File: src/rtl/alu8_pkg.sv
package alu8_pkg;

    localparam int OP_W   = 5;
    localparam int FLAG_W = 5;

    typedef enum logic [OP_W-1:0] {
        OP_ADD = 5'd0,
        OP_ADC = 5'd1,
        OP_SUB = 5'd2,
        OP_SBB = 5'd3,
        OP_AND = 5'd4,
        OP_OR  = 5'd5,
        OP_XOR = 5'd6,
        OP_CMP = 5'd7,
        OP_INC = 5'd8,
        OP_DEC = 5'd9,
        OP_CMA = 5'd10,
        OP_STC = 5'd11,
        OP_CMC = 5'd12,
        OP_RLC = 5'd13,
        OP_RRC = 5'd14,
        OP_RAL = 5'd15,
        OP_RAR = 5'd16
    } alu_op_e;

    // bit 4..0 = sign, zero, aux carry, parity, carry
    typedef struct packed {
        logic s;
        logic z;
        logic ac;
        logic p;
        logic cy;
    } alu_flags_t;

endpackage

File: src/rtl/alu8_arith.sv
module alu8_arith
    import alu8_pkg::*;
#(
    parameter int W = 8
) (
    input  alu_op_e      op,
    input  logic [W-1:0] a,
    input  logic [W-1:0] b,
    input  logic         cin,
    output logic [W-1:0] res,
    output alu_flags_t   fl
);
    localparam int NIB = 4;

    logic [W-1:0]   opnd;
    logic           ci;
    logic           sub;
    logic [W:0]     wide;
    logic [NIB:0]   nib;

    always_comb begin
        opnd = b;
        ci   = 1'b0;
        sub  = 1'b0;
        unique case (op)
            OP_ADC:         ci = cin;
            OP_SUB, OP_CMP: sub = 1'b1;
            OP_SBB: begin
                sub = 1'b1;
                ci  = cin;
            end
            OP_INC:         opnd = W'(1);
            OP_DEC: begin
                opnd = W'(1);
                sub  = 1'b1;
            end
            default: ;
        endcase
    end

    always_comb begin
        if (sub) begin
            wide = {1'b0, a} - {1'b0, opnd} - {{W{1'b0}}, ci};
            nib  = {1'b0, a[NIB-1:0]} - {1'b0, opnd[NIB-1:0]} - {{NIB{1'b0}}, ci};
        end else begin
            wide = {1'b0, a} + {1'b0, opnd} + {{W{1'b0}}, ci};
            nib  = {1'b0, a[NIB-1:0]} + {1'b0, opnd[NIB-1:0]} + {{NIB{1'b0}}, ci};
        end
    end

    always_comb begin
        res   = wide[W-1:0];
        fl.s  = wide[W-1];
        fl.z  = (wide[W-1:0] == '0);
        fl.ac = nib[NIB];
        fl.p  = ~^wide[W-1:0];
        fl.cy = (op == OP_INC || op == OP_DEC) ? cin : wide[W];
    end

endmodule

File: src/rtl/alu8_logic.sv
module alu8_logic
    import alu8_pkg::*;
#(
    parameter int W = 8
) (
    input  alu_op_e      op,
    input  logic [W-1:0] a,
    input  logic [W-1:0] b,
    output logic [W-1:0] res,
    output alu_flags_t   fl
);
    always_comb begin
        unique case (op)
            OP_AND:  res = a & b;
            OP_OR:   res = a | b;
            OP_XOR:  res = a ^ b;
            default: res = ~a;
        endcase
    end

    always_comb begin
        fl.s  = res[W-1];
        fl.z  = (res == '0);
        fl.ac = 1'b0;
        fl.p  = ~^res;
        fl.cy = 1'b0;
    end

endmodule

File: src/rtl/alu8_rotate.sv
module alu8_rotate
    import alu8_pkg::*;
#(
    parameter int W = 8
) (
    input  alu_op_e      op,
    input  logic [W-1:0] a,
    input  logic         cin,
    output logic [W-1:0] res,
    output logic         cy
);
    always_comb begin
        res = a;
        cy  = cin;
        unique case (op)
            OP_RLC: begin
                res = {a[W-2:0], a[W-1]};
                cy  = a[W-1];
            end
            OP_RRC: begin
                res = {a[0], a[W-1:1]};
                cy  = a[0];
            end
            OP_RAL: begin
                res = {a[W-2:0], cin};
                cy  = a[W-1];
            end
            OP_RAR: begin
                res = {cin, a[W-1:1]};
                cy  = a[0];
            end
            OP_STC:  cy = 1'b1;
            OP_CMC:  cy = ~cin;
            default: ;
        endcase
    end

endmodule

File: src/rtl/alu8_core.sv
module alu8_core
    import alu8_pkg::*;
#(
    parameter int W = 8
) (
    input  logic              clk,
    input  logic              rst_n,
    input  logic              go_i,
    input  logic [OP_W-1:0]   op_i,
    input  logic [W-1:0]      acc_i,
    input  logic [W-1:0]      opnd_i,
    input  logic [FLAG_W-1:0] flags_i,
    output logic [W-1:0]      res_o,
    output logic              acc_we_o,
    output logic [FLAG_W-1:0] flags_o,
    output logic              done_o
);
    typedef enum logic {ST_IDLE, ST_ISSUE} st_e;

    alu_op_e    op;
    alu_flags_t fin;
    st_e        st_nxt;

    logic [W-1:0] ar_res, lg_res, rt_res;
    alu_flags_t   ar_fl, lg_fl;
    logic         rt_cy;

    logic [W-1:0] nxt_res;
    alu_flags_t   nxt_fl;
    logic         nxt_we;

    logic [W-1:0] res_q;
    alu_flags_t   fl_q;
    logic         we_q;
    logic         done_q;

    assign op  = alu_op_e'(op_i);
    assign fin = alu_flags_t'(flags_i);

    alu8_arith #(.W(W)) u_arith (
        .op  (op),
        .a   (acc_i),
        .b   (opnd_i),
        .cin (fin.cy),
        .res (ar_res),
        .fl  (ar_fl)
    );

    alu8_logic #(.W(W)) u_logic (
        .op  (op),
        .a   (acc_i),
        .b   (opnd_i),
        .res (lg_res),
        .fl  (lg_fl)
    );

    alu8_rotate #(.W(W)) u_rot (
        .op  (op),
        .a   (acc_i),
        .cin (fin.cy),
        .res (rt_res),
        .cy  (rt_cy)
    );

    // result / flag / write selection per operation
    always_comb begin
        nxt_res = acc_i;
        nxt_fl  = fin;
        nxt_we  = 1'b0;
        unique case (op)
            OP_ADD, OP_ADC, OP_SUB, OP_SBB, OP_INC, OP_DEC: begin
                nxt_res = ar_res;
                nxt_fl  = ar_fl;
                nxt_we  = 1'b1;
            end
            OP_CMP: begin
                nxt_fl  = ar_fl;
            end
            OP_AND, OP_OR, OP_XOR: begin
                nxt_res = lg_res;
                nxt_fl  = lg_fl;
                nxt_we  = 1'b1;
            end
            OP_CMA: begin
                nxt_res = lg_res;
                nxt_we  = 1'b1;
            end
            OP_RLC, OP_RRC, OP_RAL, OP_RAR: begin
                nxt_res   = rt_res;
                nxt_fl.cy = rt_cy;
                nxt_we    = 1'b1;
            end
            OP_STC, OP_CMC: begin
                nxt_fl.cy = rt_cy;
            end
            default: ;
        endcase
    end

    always_comb begin
        st_nxt = go_i ? ST_ISSUE : ST_IDLE;
    end

    always_ff @(posedge clk) begin
        if (!rst_n) begin
            res_q  <= '0;
            fl_q   <= '0;
            we_q   <= 1'b0;
            done_q <= 1'b0;
        end else begin
            unique case (st_nxt)
                ST_ISSUE: begin
                    res_q  <= nxt_res;
                    fl_q   <= nxt_fl;
                    we_q   <= nxt_we;
                    done_q <= 1'b1;
                end
                ST_IDLE: begin
                    we_q   <= 1'b0;
                    done_q <= 1'b0;
                end
                default: ;
            endcase
        end
    end

    assign res_o    = res_q;
    assign flags_o  = fl_q;
    assign acc_we_o = we_q;
    assign done_o   = done_q;

endmodule

File: config.mk
export PLATFORM = sky130hd
export DESIGN_NAME = alu8_core
export DESIGN_NICKNAME = d
export VERILOG_FILES = /design/src/rtl/alu8_pkg.sv /design/src/rtl/alu8_arith.sv /design/src/rtl/alu8_logic.sv /design/src/rtl/alu8_rotate.sv /design/src/rtl/alu8_core.sv
export SDC_FILE = /design/constraint.sdc
export NUM_CORES = 1
export LEC_CHECK = 0
export BUFFER_PORTS_ARGS = -buffer_cell sky130_fd_sc_hd__buf_2
export CAP_MARGIN = 20
export CELL_PAD_IN_SITES_DETAIL_PLACEMENT = 1
export CELL_PAD_IN_SITES_GLOBAL_PLACEMENT = 2
export CORE_ASPECT_RATIO = 1.1
export CORE_UTILIZATION = 31
export CTS_BUF_LIST = sky130_fd_sc_hd__clkbuf_4 sky130_fd_sc_hd__clkbuf_8
export CTS_CLUSTER_DIAMETER = 30
export DETAILED_ROUTE_END_ITERATION = 8
export PLACE_DENSITY = 0.9
export SLEW_MARGIN = 40
export SYNTH_ARGS = -nofsm -noshare
export SYNTH_HDL_FRONTEND = slang
export SYNTH_SLANG_ARGS = --single-unit
File: constraint.sdc
create_clock -name clk -period 7 [get_ports clk]
set_input_delay 2.1 -clock clk [delete_from_list [all_inputs] [get_ports clk]]
set_output_delay 2.1 -clock clk [all_outputs]
set_load 0.02 [all_outputs]
==> metrics.txt <==
final hold violations 0; Via density 5.546; clk_skew 0 ns; VDD IR max 0.04599 mV; Clock Sinks 15; RSZ-0062 raised after global routing no; syn_area_per_cell 7.476 um2; top cell type's share of synthesized area 0.2012; Worst-Skew Late Latency 0.24 ns; sum of negative setup slack 0 ns; first-pass GRT wire length 15050 um; FF-to-FF setup slack 5.81 ns; Lkg Pwr 1.488 nW; # rows 35; Req. time, crit path 7.13 ns; vias in the first global route 2909; Area growth, synth to finish 12.71%; Detail Route met2 WL 4466 um; Crit path largest cell delay 0.55 ns; GRT overflow 0; Top Layer Used met4; largest net degree at the start of global routing 39; WL final 9213 um; count of final setup violators 0; most frequent cells after synthesis ha_1 (44), inv_1 (36), nor2_1 (30); first-pass detailed-route iteration total 4; worst reg2reg path depth 3; Routed Antenna Nets 0; most frequent cell after synthesis ha_1; Overall Global Routing Usage 0.2064; combinational power share 0.613; biggest area consumer among synthesized cells ha_1; CORE AREA 8452 um2; Critical Path Slowest Stage Cell fa_1; top post-synthesis cells by area ha_1 (20%), dfxtp_1 (11%), inv_1 (4.9%), a21oi_1 (4.4%), nor2_1 (4.1%); initial antenna violation count 0; Die Width 91.58 um; reg2reg start flags_o[1]; Sw Ratio 0.4423; crit path cell chain buf_2, nand2b_1, nor3_1, nor2_1, fa_1, inv_1, ha_1, or2_2, fa_1, nand2b_1, a21oi_1, xor2_1, nor2_1, a21oi_1, ha_1, xor2_1, xnor2_1, a211o_1, and4b_1, or3_1; CP Max Fanout 17; nets 478; PD cells 141.0 nW/um2; I/O Pins 44; overall power 0.4347 mW; Synth cell types 64; CTS resizes 0; Primary FF master, synth dfxtp_1; CTS tree yes; clock root cell clkbuf_8; max_slew headroom 0.4533; initial DRC count 178; r2r endpoint flags_o[1]; Setup crit end kind flip-flop; dpl hpwl 7659 um; Final min period 6.464 ns; WS Path Type input pin to flip-flop; Tcrit/Tclk final 0.9235; hold worst-path end res_o[6]; min-delay worst type flip-flop to flip-flop; H-tree levels 1; Via Count 2834; Yosys reg bits 15; CP arrival 6.59 ns; Met1 Wirelength 4193 um; post-detailed-route wirelength per cell 18.03 um; RePlAce Congestion 0.8910; yosys warns 0; clk slew on worst S/H paths 0.06 ns; Final Core Density 0.3649; Post-Syn Nets 443; CTS Buf Count 3; hold path depth 2; sequential group share of total power 0.222; CTS Hold Bufs 0; die height 100.5 um; Max Slew Vio Count 0; met3 wire length 459 um; register area share after synthesis 0.1097; ratio of cells with drive above 1 in the final layout 0.1550; EDFF count, synth 0; port buffer count 43; Net Switching 0.1923 mW; area of the die 9207 um2; DRC Markers 0; Max clock buf depth 2; Post-Syn Area 2736 um2; Setup crit start kind input pin; Starting Density 0.3238; Synth Instances 366; Int Power 0.2425 mW; ys async rst share 0; Hold Path Origin res_o[6]; status complete, no violations; Fmax 154.7 MHz; worst slew pin tran 0.8165 ns; Post-CTS Setup Bufs 0; ANT cells 0; number of max-cap violations 0; clock share of power 0.165
==> registers in the layout (all words and copies together), names as in the netlist <==
signal and cells:
res_o 8, flags_o 5, acc_we_o 1, done_o 1
==> worst max-delay path by stage <==
stage / from / depth (start not counted) / to / slack (ns)
6_report: op_i[3] / 20 / flags_o[1] / 0.54
2_1_floorplan: op_i[1] / 20 / flags_o[1] / 0.26
4_1_cts: op_i[3] / 20 / flags_o[1] / 0.54
3_3_place_gp: op_i[2] / 20 / flags_o[1] / 0.41
3_5_place_dp: op_i[3] / 20 / flags_o[1] / 0.29
5_1_grt: op_i[3] / 20 / flags_o[1] / 0.13
==> cells by family (layout without fill, tap and decap cells) <==
kind of cell,count (synthesis),after routing,share of synthesized area
multiplexers,11,11,0.04070
adder cells (fa/ha/maj),48,48,0.2305
buffers and inverters,53,87,0.08048
XOR/XNOR,19,19,0.06081
AO/OA/AOI/OAI,113,113,0.2798
AND/OR/NAND/NOR,107,107,0.1980
flip-flops,15,15,0.1097
==> cell type report <==
class                      count  area, um2
clock buffer                   4      48.80
fill                        1073       5368
inverter                      36      135.1
multi-input combinational    298       2216
sequential                    15      300.3
tap                          111      138.9
timing repair buffer          47      245.2
==> cells in the final DEF, fill, tap and decap left out, types with 2 or more instances in the layout <==
cell type / synthesis / final
o2111ai_1: 3 / 3
xor2_1: 9 / 9
inv_1: 36 / 36
a21o_1: 10 / 10
dfxtp_1: 15 / 15
a21oi_1: 24 / 24
nor4_1: 2 / 2
nand3_1: 9 / 9
a31oi_1: 2 / 2
and3_1: 2 / 2
nand2b_1: 4 / 4
ha_1: 44 / 44
fa_1: 4 / 4
a211oi_1: 2 / 2
xnor2_1: 10 / 10
nor2_1: 30 / 30
o21ai_0: 21 / 21
o21ai_1: 4 / 4
o211ai_1: 6 / 6
clkbuf_8: 0 / 3
nor3_1: 8 / 8
buf_4: 1 / 4
o31ai_1: 2 / 2
o22ai_1: 9 / 9
nand4_1: 4 / 4
nor3b_1: 2 / 2
or3_1: 3 / 3
a221oi_1: 8 / 8
nor2b_1: 5 / 5
buf_2: 2 / 43
o221ai_1: 4 / 4
mux2i_1: 10 / 10
nand2_1: 25 / 25
a2111oi_0: 2 / 2
or2_2: 3 / 3
==> critical path, delay by kind of cell <==
kind,cells,cell delay (ns)
compound gates,3,0.70
xor+xnor,3,0.46
fa+ha+maj,4,1.40
buf+inv,2,0.32
simple gates,8,1.61
==> metal layers <==
metal  track usage  up-vias
li1              -     1399
met1        0.2739     1354
met2        0.3736       73
met3      0.009050        8
met4       0.03785        0
met5             0        -
==> stage by stage <==
stage               area [um2]  hold slack, ns  setup WS (ns)  std cells
floorplan                 2736          0.5219         0.2589        366
finish                    3084          0.4541         0.5357        511
detailed placement        3035          0.4441         0.2935        507
global placement          3035          0.4347         0.4145        507
global route              3084          0.4898         0.1283        511
CTS                       3084          0.4579         0.5395        511
==> power groups by stage <==
| stage | Combinational, mW | Sequential (mW) | Clock [mW] |
|---|---|---|---|
| floorplan | 0.180 | 0.108 | 0 |
| global placement | 0.257 | 0.0982 | 0 |
| detailed placement | 0.265 | 0.0986 | 0 |
| CTS | 0.267 | 0.0967 | 0.0733 |
| global route | 0.295 | 0.0975 | 0.0797 |
| finish | 0.266 | 0.0966 | 0.0718 |
(Power assumes the default switching activity.)
